## config.mk

```make
export PLATFORM = sky130hd
export DESIGN_NAME = synth_prog_rx
export DESIGN_NICKNAME = d
export VERILOG_FILES = /design/src/rtl/synth_prog_pkg.sv /design/src/rtl/synth_sync.sv /design/src/rtl/synth_shifter.sv /design/src/rtl/synth_latch_bank.sv /design/src/rtl/synth_prog_rx.sv
export SDC_FILE = /design/constraint.sdc
export NUM_CORES = 1
export LEC_CHECK = 0
export ABC_AREA = 1
export BUFFER_PORTS_ARGS = -buffer_cell sky130_fd_sc_hd__clkbuf_2
export CAP_MARGIN = 20
export CORE_MARGIN = 5
export CORE_UTILIZATION = 35
export CTS_CLUSTER_DIAMETER = 100
export CTS_CLUSTER_SIZE = 20
export DETAILED_ROUTE_END_ITERATION = 6
export GPL_TIMING_DRIVEN = 1
export PLACE_DENSITY_LB_ADDON = 0.2
export SYNTH_ARGS = -nofsm -noshare
export SYNTH_HDL_FRONTEND = slang
export SYNTH_HIERARCHICAL = 1
export SYNTH_SLANG_ARGS = --single-unit
export TNS_END_PERCENT = 100
```

## constraint.sdc

```tcl
create_clock -name clk -period 1.7 [get_ports clk]
set_input_delay 0.255 -clock clk [delete_from_list [all_inputs] [get_ports clk]]
set_output_delay 0.255 -clock clk [all_outputs]
set_load 0.005 [all_outputs]
```

## src/rtl/synth_prog_pkg.sv

```systemverilog
package synth_prog_pkg;
  localparam int WORD_W = 24;
  localparam int SEL_W  = 2;

  typedef enum logic [SEL_W-1:0] {
    SEL_REF  = 2'd0,
    SEL_NDIV = 2'd1,
    SEL_FUNC = 2'd2,
    SEL_INIT = 2'd3
  } latch_sel_e;

  typedef logic [WORD_W-1:0] word_t;

  function automatic latch_sel_e word_sel(input word_t w);
    return latch_sel_e'(w[SEL_W-1:0]);
  endfunction

  // reference latch fields
  function automatic logic [13:0] fld_ref_div(input word_t w);
    return w[15:2];
  endfunction
  function automatic logic [1:0] fld_bl_width(input word_t w);
    return w[17:16];
  endfunction
  function automatic logic [1:0] fld_test(input word_t w);
    return w[19:18];
  endfunction
  function automatic logic fld_lock_prec(input word_t w);
    return w[20];
  endfunction

  // N latch fields
  function automatic logic [5:0] fld_a(input word_t w);
    return w[7:2];
  endfunction
  function automatic logic [12:0] fld_b(input word_t w);
    return w[20:8];
  endfunction
  function automatic logic fld_cp_gain(input word_t w);
    return w[21];
  endfunction

  // function / initialization latch fields
  function automatic logic fld_ctr_rst(input word_t w);
    return w[2];
  endfunction
  function automatic logic fld_pd1(input word_t w);
    return w[3];
  endfunction
  function automatic logic [2:0] fld_mux(input word_t w);
    return w[6:4];
  endfunction
  function automatic logic fld_pol(input word_t w);
    return w[7];
  endfunction
  function automatic logic fld_pd2(input word_t w);
    return w[21];
  endfunction
  function automatic logic [1:0] fld_presc(input word_t w);
    return w[23:22];
  endfunction
endpackage

```

## src/rtl/synth_sync.sv

```systemverilog
module synth_sync #(
  parameter int W      = 3,
  parameter int STAGES = 2
) (
  input  logic         clk,
  input  logic         rst_n,
  input  logic [W-1:0] d,
  output logic [W-1:0] q
);
  logic [W-1:0] stage [STAGES];

  for (genvar g = 0; g < STAGES; g++) begin : g_stage
    if (g == 0) begin : g_first
      always_ff @(posedge clk) begin
        if (!rst_n) stage[g] <= '0;
        else        stage[g] <= d;
      end
    end else begin : g_next
      always_ff @(posedge clk) begin
        if (!rst_n) stage[g] <= '0;
        else        stage[g] <= stage[g-1];
      end
    end
  end

  assign q = stage[STAGES-1];
endmodule

```

## src/rtl/synth_shifter.sv

```systemverilog
module synth_shifter #(
  parameter int W = 24
) (
  input  logic         clk,
  input  logic         rst_n,
  input  logic         shift_en,
  input  logic         din,
  output logic [W-1:0] word
);
  always_ff @(posedge clk) begin
    if (!rst_n)        word <= '0;
    else if (shift_en) word <= {word[W-2:0], din};
  end
endmodule

```

## src/rtl/synth_latch_bank.sv

```systemverilog
module synth_latch_bank
  import synth_prog_pkg::*;
(
  input  logic  clk,
  input  logic  rst_n,
  input  logic  load,
  input  word_t word,
  output word_t r_word,
  output word_t n_word,
  output word_t f_word,
  output logic [3:0] wr_stb,
  output logic  init_pulse,
  output logic  ready
);
  latch_sel_e sel;
  logic [2:0] seen;

  assign sel = word_sel(word);

  always_comb begin
    wr_stb = '0;
    for (int i = 0; i < 4; i++) begin
      if (load && (sel == latch_sel_e'(i))) wr_stb[i] = 1'b1;
    end
  end

  always_ff @(posedge clk) begin
    if (!rst_n) begin
      r_word     <= '0;
      n_word     <= '0;
      f_word     <= '0;
      init_pulse <= 1'b0;
      seen       <= '0;
    end else begin
      init_pulse <= wr_stb[SEL_INIT];
      if (wr_stb[SEL_REF]) begin
        r_word  <= word;
        seen[0] <= 1'b1;
      end
      if (wr_stb[SEL_NDIV]) begin
        n_word  <= word;
        seen[1] <= 1'b1;
      end
      if (wr_stb[SEL_FUNC] || wr_stb[SEL_INIT]) begin
        f_word  <= word;
        seen[2] <= 1'b1;
      end
    end
  end

  assign ready = &seen;
endmodule

```

## src/rtl/synth_prog_rx.sv

```systemverilog
module synth_prog_rx
  import synth_prog_pkg::*;
#(
  parameter int SYNC_STAGES = 2
) (
  input  logic        clk,
  input  logic        rst_n,
  input  logic        ser_clk,
  input  logic        ser_data,
  input  logic        ser_le,
  output logic [13:0] ref_div,
  output logic [1:0]  bl_width,
  output logic [1:0]  test_mode,
  output logic        lock_prec,
  output logic [5:0]  a_count,
  output logic [12:0] b_count,
  output logic        cp_gain,
  output logic [1:0]  presc_sel,
  output logic        pwr_dn1,
  output logic        pwr_dn2,
  output logic        pd_polarity,
  output logic [2:0]  mux_sel,
  output logic        ctr_reset,
  output logic        cfg_ready
);
  localparam int LINES = 3;

  logic [LINES-1:0] line_s;
  logic             sclk_s, data_s, le_s;
  logic             sclk_d, le_d;
  logic             sclk_rise, le_rise, shift_en;
  word_t            shift_word, r_word, n_word, f_word;
  logic [3:0]       wr_stb;
  logic             init_pulse;

  synth_sync #(.W(LINES), .STAGES(SYNC_STAGES)) u_sync (
    .clk   (clk),
    .rst_n (rst_n),
    .d     ({ser_le, ser_data, ser_clk}),
    .q     (line_s)
  );

  assign sclk_s = line_s[0];
  assign data_s = line_s[1];
  assign le_s   = line_s[2];

  always_ff @(posedge clk) begin
    if (!rst_n) begin
      sclk_d <= 1'b0;
      le_d   <= 1'b0;
    end else begin
      sclk_d <= sclk_s;
      le_d   <= le_s;
    end
  end

  assign sclk_rise = sclk_s & ~sclk_d;
  assign le_rise   = le_s & ~le_d;
  assign shift_en  = sclk_rise & ~le_s;

  synth_shifter #(.W(WORD_W)) u_shift (
    .clk      (clk),
    .rst_n    (rst_n),
    .shift_en (shift_en),
    .din      (data_s),
    .word     (shift_word)
  );

  synth_latch_bank u_bank (
    .clk        (clk),
    .rst_n      (rst_n),
    .load       (le_rise),
    .word       (shift_word),
    .r_word     (r_word),
    .n_word     (n_word),
    .f_word     (f_word),
    .wr_stb     (wr_stb),
    .init_pulse (init_pulse),
    .ready      (cfg_ready)
  );

  assign ref_div     = fld_ref_div(r_word);
  assign bl_width    = fld_bl_width(r_word);
  assign test_mode   = fld_test(r_word);
  assign lock_prec   = fld_lock_prec(r_word);
  assign a_count     = fld_a(n_word);
  assign b_count     = fld_b(n_word);
  assign cp_gain     = fld_cp_gain(n_word);
  assign presc_sel   = fld_presc(f_word);
  assign pwr_dn1     = fld_pd1(f_word);
  assign pwr_dn2     = fld_pd2(f_word);
  assign pd_polarity = fld_pol(f_word);
  assign mux_sel     = fld_mux(f_word);
  assign ctr_reset   = fld_ctr_rst(f_word) | init_pulse;
endmodule

```

# == After elaboration in Yosys (flattened, before gate mapping) ==
# Memories as Yosys holds them, arrays and structs flattened.
# Index checks and enable logic that the tools add are counted.
# totals
register_bits,97
latchBits,0
mem_bits_rw,6
mem_bits_ro,0
input_bits,5
out_inout_bits,49
wordCells,38
n_memories,1
# mem_list
memory,words,width,read_ports,rd_clocked_by_memory_dff,write_ports,line,text
u_sync.stage,2,3,2,0,2,synth_sync.sv:10,logic [W-1:0] stage [STAGES];
# classes
add_sub_neg,0
multipliers,0
div_mod_pow,0
order_cmp,0
n_eq_ne,3
shift,0
n_mux,8
n_bitwise,9
n_reduce_logical,7
# ops
op,n
$mux W1,6
$mux W3,2
$eq A2 B2 Y1 const B,2
$logic_and A1 B1 Y1,4
$and A1 B1 Y1,3
$not A1 Y1,3
$or A1 B1 Y1,3
$reduce_and A3 Y1,1
$eq A2 B1 Y1 const B,1
$logic_not A2 Y1,1
$logic_or A1 B1 Y1,1

# == Logic depth before layout (Yosys ltp) ==
# Gate-level depths: netlist of the first run.
# depth
ltp_word,5
depth_mapped,8
ltp_nobuf,6

# == Cells and area by module ==
# Netlist of the first run, hierarchy kept.
# modules_own_cells
module,n_inst,cells_each,area_per_inst_um2,seq_area_each_um2
synth_latch_bank,1,420,2951.6,1521.5
synth_shifter,1,151,980.9,480.5
synth_sync,1,18,165.2,120.1
synth_prog_rx,1,11,76.3,40.0

# == Worst setup path after synthesis of the first run ==
# No wires, ideal clock.
# synth_path
kind,register to register
start,mem u_sync.stage[1][2]
end,reg u_bank.r_word[4]
arrival_ps,1113
slack_ps,472
path_stages_with_launch,8
period_less_slack_ps,1228
path_cell_list,dfxtp_1 > inv_2 > nor2_1 > buf_2 > clkbuf_1 > nand3_1 > nand2_1 > nor2_1
# synth_rtl
element,line,text
start: declaration,synth_sync.sv:10,
end signal: assignment,synth_latch_bank.sv:37,r_word <= word;
end: declaration,synth_latch_bank.sv:8,"output word_t r_word,"

==> results of run 1 <==
==> placed cells by master (no fill, tap or decap), types with 5 or more instances in the layout <==
cell / instances
clkbuf_8: 10
o21ai_0: 5
clkbuf_2: 53
nor2_1: 126
buf_4: 7
inv_1: 75
nand3_1: 20
dfxtp_1: 84
a21oi_1: 22
nand2_1: 118
==> worst paths after layout <==
check,from,to,slack (ns)
worst min register to register,u_sync/stage[0][1],u_sync/stage[1][1],0.41
worst max register to register,u_sync/stage[1][2],u_bank/n_word[4],0.29
worst min-delay path,ser_clk,u_sync/stage[0][0],0.08
worst max-delay path,u_sync/stage[1][2],u_bank/n_word[4],0.29
==> metal layers <==
layer	global-route usage [%]	up-vias	wire length (um)
met3	4.060	9	403
met1	15.71	1156	3309
met2	18.92	50	2779
li1	-	1517	-
met4	4.599	0	102
met5	0	-	0
==> where the power goes <==
part           total (mW)  switching (mW)  internal [mW]
combinational       0.289           0.176          0.112
clock                1.57           0.708          0.864
sequential           2.08          0.0505           2.03
total                3.94           0.935           3.01
==> flip-flops by register name (all words and copies together), names as in the netlist <==
| register | flops |
|---|---|
| u_shift/word | 24 |
| u_bank/r_word | 19 |
| u_sync/stage | 6 |
| le_d | 1 |
| u_bank/seen | 3 |
| u_bank/f_word | 9 |
| u_bank/init_pulse | 1 |
| u_bank/n_word | 20 |
| sclk_d | 1 |
==> final cells by class <==
type                            count  area share, %
Clock buffer                       10          3.514
Clock inverter                      6          2.236
Inverter                           78          7.476
Multi-Input combinational cell    301          31.09
Sequential cell                    84          42.94
Tap cell                          129          4.121
Timing Repair Buffer               61          8.626
==> metrics by stage <==
step | area [sq um] | total power [mW] | cells | worst slack (ns) | hold slack (ns)
after floorplan | 3362 | 2.340 | 495 | 0.5341 | 0.3485
after global placement | 3691 | 2.418 | 653 | 0.2666 | 0.3939
after detailed placement | 3691 | 2.424 | 653 | 0.2901 | 0.3927
after CTS | 3916 | 4.009 | 669 | 0.2675 | 0.06212
after global routing | 3916 | 4.170 | 669 | 0.1434 | 0.06273
final | 3916 | 3.945 | 669 | 0.2890 | 0.08170
==> worst max-delay path, cell delays in order, from the launching register on <==
cell and delay [ns]:
dfxtp_1 0.35, inv_2 0.05, nor2_4 0.27, nand3_1 0.23
buf_4 0.25, nor2_1 0.10, nor2_1 0.05
==> out/results.ini, run 1 <==
[run_status]
run_status=completed

[sta]
finalCritPeriodShare_pct=83.00
clock.fmax_ghz=0.7087
worstMarginPinSlew_ns=0.3801
final-setup-viol-count=0
hold_violations=0
maxSlewHeadroom_pct=74.66
final_max_slew_viol_count=0
finalSetupTns_ns=0
final.min_clock_period_ns=1.411
unrepaired_setup_endpoints_after_global_routing=no
worst_clock_skew_ns=0.008149

[worst_setup_path]
worstRegToRegCells=6
crit_type=register to register
worst_setup_ep_type=register
required_time_of_the_critical_path_ns=1.95
worstPathArrival_ns=1.66
critPathMaxFanout=15
timing.critical_path.from_type=register

[drt]
drt_wl_total_mm=6.595
drt_pass1_iterations=4
detail_route.iter0.violations=92
route.detailed.wl_per_inst_um=9.858
vias=2732
via_per_inst=4.084
post-route-drc-count=0
final_antenna_net_count=0

[floorplanning]
std_cell_rows=35
die-width_um=108.0
fp.dieArea_sq_um=11670
pin_count=54
core_area_sq_um=9284
dieHeight_um=108.0
initial_utilization_pct=36.21

[global_route]
grt_first_pass_wirelength_mm=11.54
grt_pass1_vias=2507
grt_start_max_net_pins=67
antenna_found_initial=0
global_route_congestion_overflow_total=0
grtUsageTotal_pct=12.18

[clock_network]
cts_sinks=84
h_tree_levels=3
ctsLongestPathBuffers=2
clock_insertion_delay_worst_skew_ns=0.35
tritoncts=done
cts_setup_buffers=0
cts_buffers=9
postCtsHoldBufs=0
post_cts_resize_count=0
clockRootBuffer=clkbuf_8
cts.clk_slew.worst_paths_ns=0.08

[power_and_ir_drop]
power.leakage_nw=1.909
vdd_drop_max_uv=371.5
power.density_nw_per_um2=1007

[cells_and_area]
multi_input_gate_area_in_the_final_layout_sq_um=1217
final_nets=540
fillers=1030
num_antenna_cells=0
final_layout_size_suffix_gt1_share_pct=15.56
final-seq-area_sq_um=1682
layout-area-overhead-vs-synth_pct=16.49
postLayoutCoreUtil_pct=42.18

[yosys]
synthesis.area_per_instance_sq_um=6.792
synth_warnings=6
syn_nets=500
synth.cell_area_sq_um=3362
synthCells=495

[placed_design]
dp.final_hpwl_mm=4.386
gp_congestion=0.7327
io_buffers=53

[hold_path]
hold_path_depth=3
hold_removal_path_class=input port to register

[job]
timing.max_cap.violations=0

No activity file was read; power rests on OpenSTA's default activity.
==> inputs of run 2 (changes only) <==
==> constraint.sdc (replaced) <==
create_clock -name clk -period 1.3 [get_ports clk]
set_input_delay 0.195 -clock clk [delete_from_list [all_inputs] [get_ports clk]]
set_output_delay 0.195 -clock clk [all_outputs]
set_load 0.005 [all_outputs]
==> out/results.ini, run 2 (synthesis results as in run 1) <==
[clock_network]
cts.clk_slew.worst_paths_ns=0.08  ; about the same
cts_sinks=84  ; unchanged
clockRootBuffer=clkbuf_8
clock_insertion_delay_worst_skew_ns=0.35  ; about the same
postCtsHoldBufs=0  ; unchanged
ctsLongestPathBuffers=2  ; unchanged
h_tree_levels=3  ; unchanged
cts_setup_buffers=0  ; unchanged
tritoncts=done
cts_buffers=9  ; unchanged

[cells_and_area]
final_layout_size_suffix_gt1_share_pct=16.21  ; +0.65 points
postLayoutCoreUtil_pct=43.30  ; +1.1 points
largestRegisters=u_shift/word (24), u_bank/n_word (20), u_bank/r_word (19)
final_cell_count_no_fill=672  ; +0.45%
design_area_sq_um=4020  ; +2.7%
final_cell_mix=nor2_1 (126), nand2_1 (118), dfxtp_1 (83)
final_nets=543  ; +0.56%
layout-area-overhead-vs-synth_pct=19.58
fillers=1002  ; -2.7%
largest_register_ffs=24  ; unchanged
num_antenna_cells=0  ; unchanged
final_common_cell=nor2_1
largest_register=u_shift/word

[worst_setup_path]
worstPathBufferInverterCount=2  ; unchanged
required_time_of_the_critical_path_ns=1.11  ; -0.84 ns
critPathMaxFanout=2  ; -13
crit_slowest_cell=dfxtp_2
worstPathArrival_ns=1.05  ; -0.61 ns
timing.critical_path.from=u_bank/seen[0]
timing.critical_path.slowest_cell_delay_ns=0.33  ; -0.02 ns
worst_setup_ep_type=output port
crit_type=register to output port
crit_path_cells=inv_2 -> nor3_4 -> buf_2
timing.critical_path.from_type=register
cp_top_family=flip-flops
r2r_start=u_sync/stage[1][2]

[power_and_ir_drop]
power.density_nw_per_um2=1321  ; +31%
vdd_drop_max_uv=595.6  ; +60%
design_power_mw=5.310  ; +35%
power.leakage_nw=1.974  ; +3.4%

[placed_design]
gp_congestion=0.7528  ; +2.7%
dp.final_hpwl_mm=4.683  ; +6.8%
io_buffers=53  ; unchanged
number_of_cells_in_the_design_after_placement=656  ; +0.46%
post_dp_cell_area_sq_um=3776  ; +2.3%
dp_slack_ns=0.1573  ; -0.1328 ns

[global_route]
grt_start_max_net_pins=40  ; -40%
grt_pass1_vias=2592  ; +3.4%
global_route_congestion_overflow_total=0  ; unchanged
grtUsageTotal_pct=12.92  ; +0.74 points
antenna_found_initial=0  ; unchanged
grt_first_pass_wirelength_mm=12.06  ; +4.6%

[drt]
post-route-drc-count=0  ; unchanged
final_antenna_net_count=0  ; unchanged
drt_pass1_iterations=4  ; unchanged
route.detailed.wl_per_inst_um=10.50  ; +6.5%
vias=2795  ; +2.3%
detail_route.iter0.violations=113  ; +23%
via_per_inst=4.159  ; +1.8%
drt_wl_total_mm=7.056  ; +7.0%

[hold_path]
hold_removal_path_class=input port to register
timing.hold.worst.start=ser_clk

[sta]
finalCritPeriodShare_pct=95.40
final_max_slew_viol_count=0  ; unchanged
final.min_clock_period_ns=1.240
worstMarginPinSlew_ns=0.2847  ; -0.09549 ns
worst_clock_skew_ns=0.008550  ; +0.0004015 ns
unrepaired_setup_endpoints_after_global_routing=yes
final-setup-viol-count=0  ; unchanged
hold_violations=0  ; unchanged
clock.fmax_ghz=0.8064
maxSlewHeadroom_pct=81.02  ; +6.4 points
layout_setup_ws_ns=0.05984  ; -0.2292 ns

[floorplanning]
die-width_um=108.0  ; unchanged
core_area_sq_um=9284  ; unchanged
std_cell_rows=35  ; unchanged
pin_count=54  ; unchanged
dieHeight_um=108.0  ; unchanged
fp.dieArea_sq_um=11670  ; unchanged
initial_utilization_pct=36.21  ; unchanged

[run_status]
run_status=completed

[job]
timing.max_cap.violations=0  ; unchanged

-- run 2: changes by cell type in the layout (fill, tap and decap cells not counted), moves of 2 or more --
cell        change
clkinvlp_4      -3
clkbuf_1        +2
buf_4           -2
buf_12          +5
-- run 2: layout make-up --
| cell class | count | area (sq um) | area share (%) |
|---|---|---|---|
| timing repair buffer | 64 | 422.9 | 10.52 |
| sequential | 84 | 1683 | 41.86 |
| tap | 129 | 161.4 | 4.015 |
| clock buffer | 11 | 131.4 | 3.268 |
| multi-input combinational | 301 | 1229 | 30.56 |
| clock inverter | 5 | 100.1 | 2.490 |
| inverter | 78 | 292.8 | 7.283 |
-- run 2: metal layers --
layer | GRT usage, % | vias to the layer above | wire length [um]
met5 | 0 | - | 0
met4 | 6.943 | 0 | 151
met3 | 2.866 | 13 | 331
met2 | 20.60 | 51 | 3130
met1 | 16.25 | 1204 | 3442
li1 | - | 1527 | -
-- run 2: worst paths after layout --
path | to | slack [ns] | cells after the start
max | cfg_ready | 0.06 | 3
min | u_sync/stage[0][0] | 0.03 | 3
max reg2reg | u_bank/n_word[12] | 0.16 | 6
min reg2reg | u_sync/stage[1][1] | 0.41 | 2
-- run 2: timing repair --
| item | CTS | global route |
|---|---|---|
| endpoints found under the setup margin | 1 | 4 |
| gates resized for setup | 1 | 4 |
| pin swaps | 0 | 1 |
-- run 2: per-stage QoR --
step	setup TNS, ns	hold slack (ns)
6_report	0	0.03220
4_1_cts	0	0.009967
2_1_floorplan	0	0.2885
3_5_place_dp	0	0.3869
3_3_place_gp	0	0.3840
5_1_grt	-0.02118	0.03552
-- run 2: worst register-to-register path, cell delays in order, from the launching register on --
cell and delay [ns]:
dfxtp_1 0.35, inv_2 0.05, nor2_4 0.11, nand3_1 0.13, buf_4 0.21, nor2_1 0.12, nor2_1 0.06
-- run 2: power breakdown --
part	internal (mW)	switching, mW	leakage, nW	total, mW
Sequential	2.66	0.0664	0.683	2.73
Clock	1.27	0.897	0.117	2.17
Combinational	0.174	0.241	1.17	0.415
==> inputs of run 3 (changes only) <==
--- a/config.mk
+++ b/config.mk
@@ -9,7 +9,7 @@
 export BUFFER_PORTS_ARGS = -buffer_cell sky130_fd_sc_hd__clkbuf_2
 export CAP_MARGIN = 20
 export CORE_MARGIN = 5
-export CORE_UTILIZATION = 35
+export CORE_UTILIZATION = 45
 export CTS_CLUSTER_DIAMETER = 100
 export CTS_CLUSTER_SIZE = 20
 export DETAILED_ROUTE_END_ITERATION = 6
==> constraint.sdc (replaced) <==
create_clock -name clk -period 1.24 [get_ports clk]
set_input_delay 0.186 -clock clk [delete_from_list [all_inputs] [get_ports clk]]
set_output_delay 0.186 -clock clk [all_outputs]
set_load 0.005 [all_outputs]
==> out/results.ini, run 3 (synthesis results as in run 1) <==
[global_route]
grt_first_pass_wirelength_mm=10.98  ; -9.0%
global_route_congestion_overflow_total=0  ; unchanged
grt_start_max_net_pins=67  ; +68%
grtUsageTotal_pct=15.20  ; +2.3 points
antenna_found_initial=0  ; unchanged
grt_pass1_vias=2485  ; -4.1%

[sta]
finalSetupTns_ns=0  ; unchanged
layout_setup_ws_ns=0.02451  ; -0.03533 ns
unrepaired_setup_endpoints_after_global_routing=yes
finalCritPeriodShare_pct=98.02
maxSlewHeadroom_pct=81.84  ; +0.82 points
final.min_clock_period_ns=1.215
hold_violations=0  ; unchanged
worst_clock_skew_ns=0.005755  ; -0.002795 ns
final-setup-viol-count=0  ; unchanged
final_max_slew_viol_count=0  ; unchanged
clock.fmax_ghz=0.8227
worstMarginPinSlew_ns=0.2723  ; -0.01232 ns

[cells_and_area]
multi_input_gate_area_in_the_final_layout_sq_um=1227  ; -0.10%
largest_register_ffs=24  ; unchanged
layout-area-overhead-vs-synth_pct=16.97
postLayoutCoreUtil_pct=54.22  ; +11 points
final-seq-area_sq_um=1685  ; +0.15%
final_common_cell=nor2_1
fillers=741  ; -26%
largestRegisters=u_shift/word (24), u_bank/n_word (20), u_bank/r_word (19)
largest_register=u_shift/word
final_layout_size_suffix_gt1_share_pct=17.46  ; +1.3 points
final_cell_mix=nor2_1 (126), nand2_1 (118), dfxtp_1 (81)
final_cell_count_no_fill=643  ; -4.3%
num_antenna_cells=0  ; unchanged
final_nets=544  ; +0.18%

[hold_path]
hold_path_depth=3  ; unchanged
hold_removal_path_class=input port to register
min_to=u_sync/stage[0][1]
timing.hold.worst.start=ser_data

[worst_setup_path]
crit_type=register to output port
worst_setup_ep_type=output port
rrSetupSlack_ns=0.13  ; -0.03 ns
timing.critical_path.from_type=register
timing.rr.end=u_bank/n_word[20]
worstPathArrival_ns=1.03  ; -0.02 ns
r2r_start=u_sync/stage[1][2]
critPathMaxFanout=2  ; unchanged
required_time_of_the_critical_path_ns=1.05  ; -0.06 ns
worstRegToRegCells=7  ; +1

[floorplanning]
core_area_sq_um=7253  ; -22%
die-width_um=96.44  ; -11%
pin_count=54  ; unchanged
dieHeight_um=96.44  ; -11%
std_cell_rows=31  ; -11%
fp.dieArea_sq_um=9300  ; -20%
initial_utilization_pct=46.35  ; +10 points

[power_and_ir_drop]
power.leakage_nw=1.935  ; -2.0%
power.density_nw_per_um2=1338  ; +1.3%
design_power_mw=5.261  ; -0.93%
vdd_drop_max_uv=768.0  ; +29%

[clock_network]
cts_buffers=9  ; unchanged
clockRootBuffer=clkbuf_8
clock_insertion_delay_worst_skew_ns=0.36  ; about the same
ctsLongestPathBuffers=2  ; unchanged
cts.clk_slew.worst_paths_ns=0.09  ; about the same
h_tree_levels=3  ; unchanged
postCtsHoldBufs=0  ; unchanged
cts_sinks=84  ; unchanged
tritoncts=done

[drt]
via_per_inst=4.378  ; +5.3%
route.detailed.wl_per_inst_um=10.35  ; -1.4%
post-route-drc-count=0  ; unchanged
vias=2815  ; +0.72%
drt_pass1_iterations=4  ; unchanged
final_antenna_net_count=0  ; unchanged
detail_route.iter0.violations=94  ; -17%
drt_wl_total_mm=6.658  ; -5.6%

[run_status]
run_status=completed

[job]
timing.max_cap.violations=0  ; unchanged

[placed_design]
io_buffers=53  ; unchanged
dp_slack_ns=0.07930  ; -0.07804 ns
dp.final_hpwl_mm=4.302  ; -8.1%
gp_congestion=0.7709  ; +2.4%
number_of_cells_in_the_design_after_placement=626  ; -4.6%

run 3: how the worst max path moves through the flow:
stage | startpoint | to | slack, ns | cells past startpoint
floorplan | u_sync/stage[1][2] | u_bank/r_word[10] | 0.07 | 6
global placement | u_sync/stage[1][2] | u_bank/init_pulse | 0.16 | 6
detailed placement | u_sync/stage[1][2] | u_bank/n_word[4] | 0.08 | 6
CTS | u_bank/seen[0] | cfg_ready | -0.02 | 3
global route | u_bank/seen[2] | cfg_ready | -0.01 | 3
finish | u_bank/seen[2] | cfg_ready | 0.02 | 3
run 3: stage by stage:
step           hold slack, ns  instance area, sq um
6_report             0.007877                  3933
3_3_place_gp           0.3728                  3701
2_1_floorplan          0.2795                  3362
4_1_cts              0.001462                  3915
5_1_grt               0.02059                  3933
3_5_place_dp           0.3758                  3701
run 3: repair_timing:
item,in CTS,in global routing
hold endpoints to repair,0,0
gates cloned,0,0
resized for setup,3,8
setup buffers,1,0
setup endpoints to repair,1,24
pin swaps,1,1
run 3: worst max-delay path, stage by stage, from the launching register on:
cell and delay [ns]:
dfxtp_2 0.33, inv_2 0.03, nor3_2 0.17, buf_2 0.14
run 3: per-layer routing:
layer,up-vias,track usage [%],wire [um]
met1,1222,18.50,3245
met3,11,4.105,385
met5,-,0,0
li1,1530,-,-
met4,0,7.710,119
met2,52,24.67,2907
run 3: where the power goes:
group / total (mW) / leakage (nW) / switching, mW / internal, mW
Clock: 1.98 / 0.0958 / 1.04 / 0.940
Sequential: 2.86 / 0.684 / 0.0705 / 2.79
Combinational: 0.419 / 1.15 / 0.246 / 0.173
run 3: layout make-up:
cell class / instances / area share, %
multi-input combinational: 301 / 31.21
timing repair buffer: 65 / 10.18
sequential: 84 / 42.86
inverter: 78 / 7.509
tap: 99 / 3.150
clock inverter: 7 / 1.941
clock buffer: 9 / 3.150
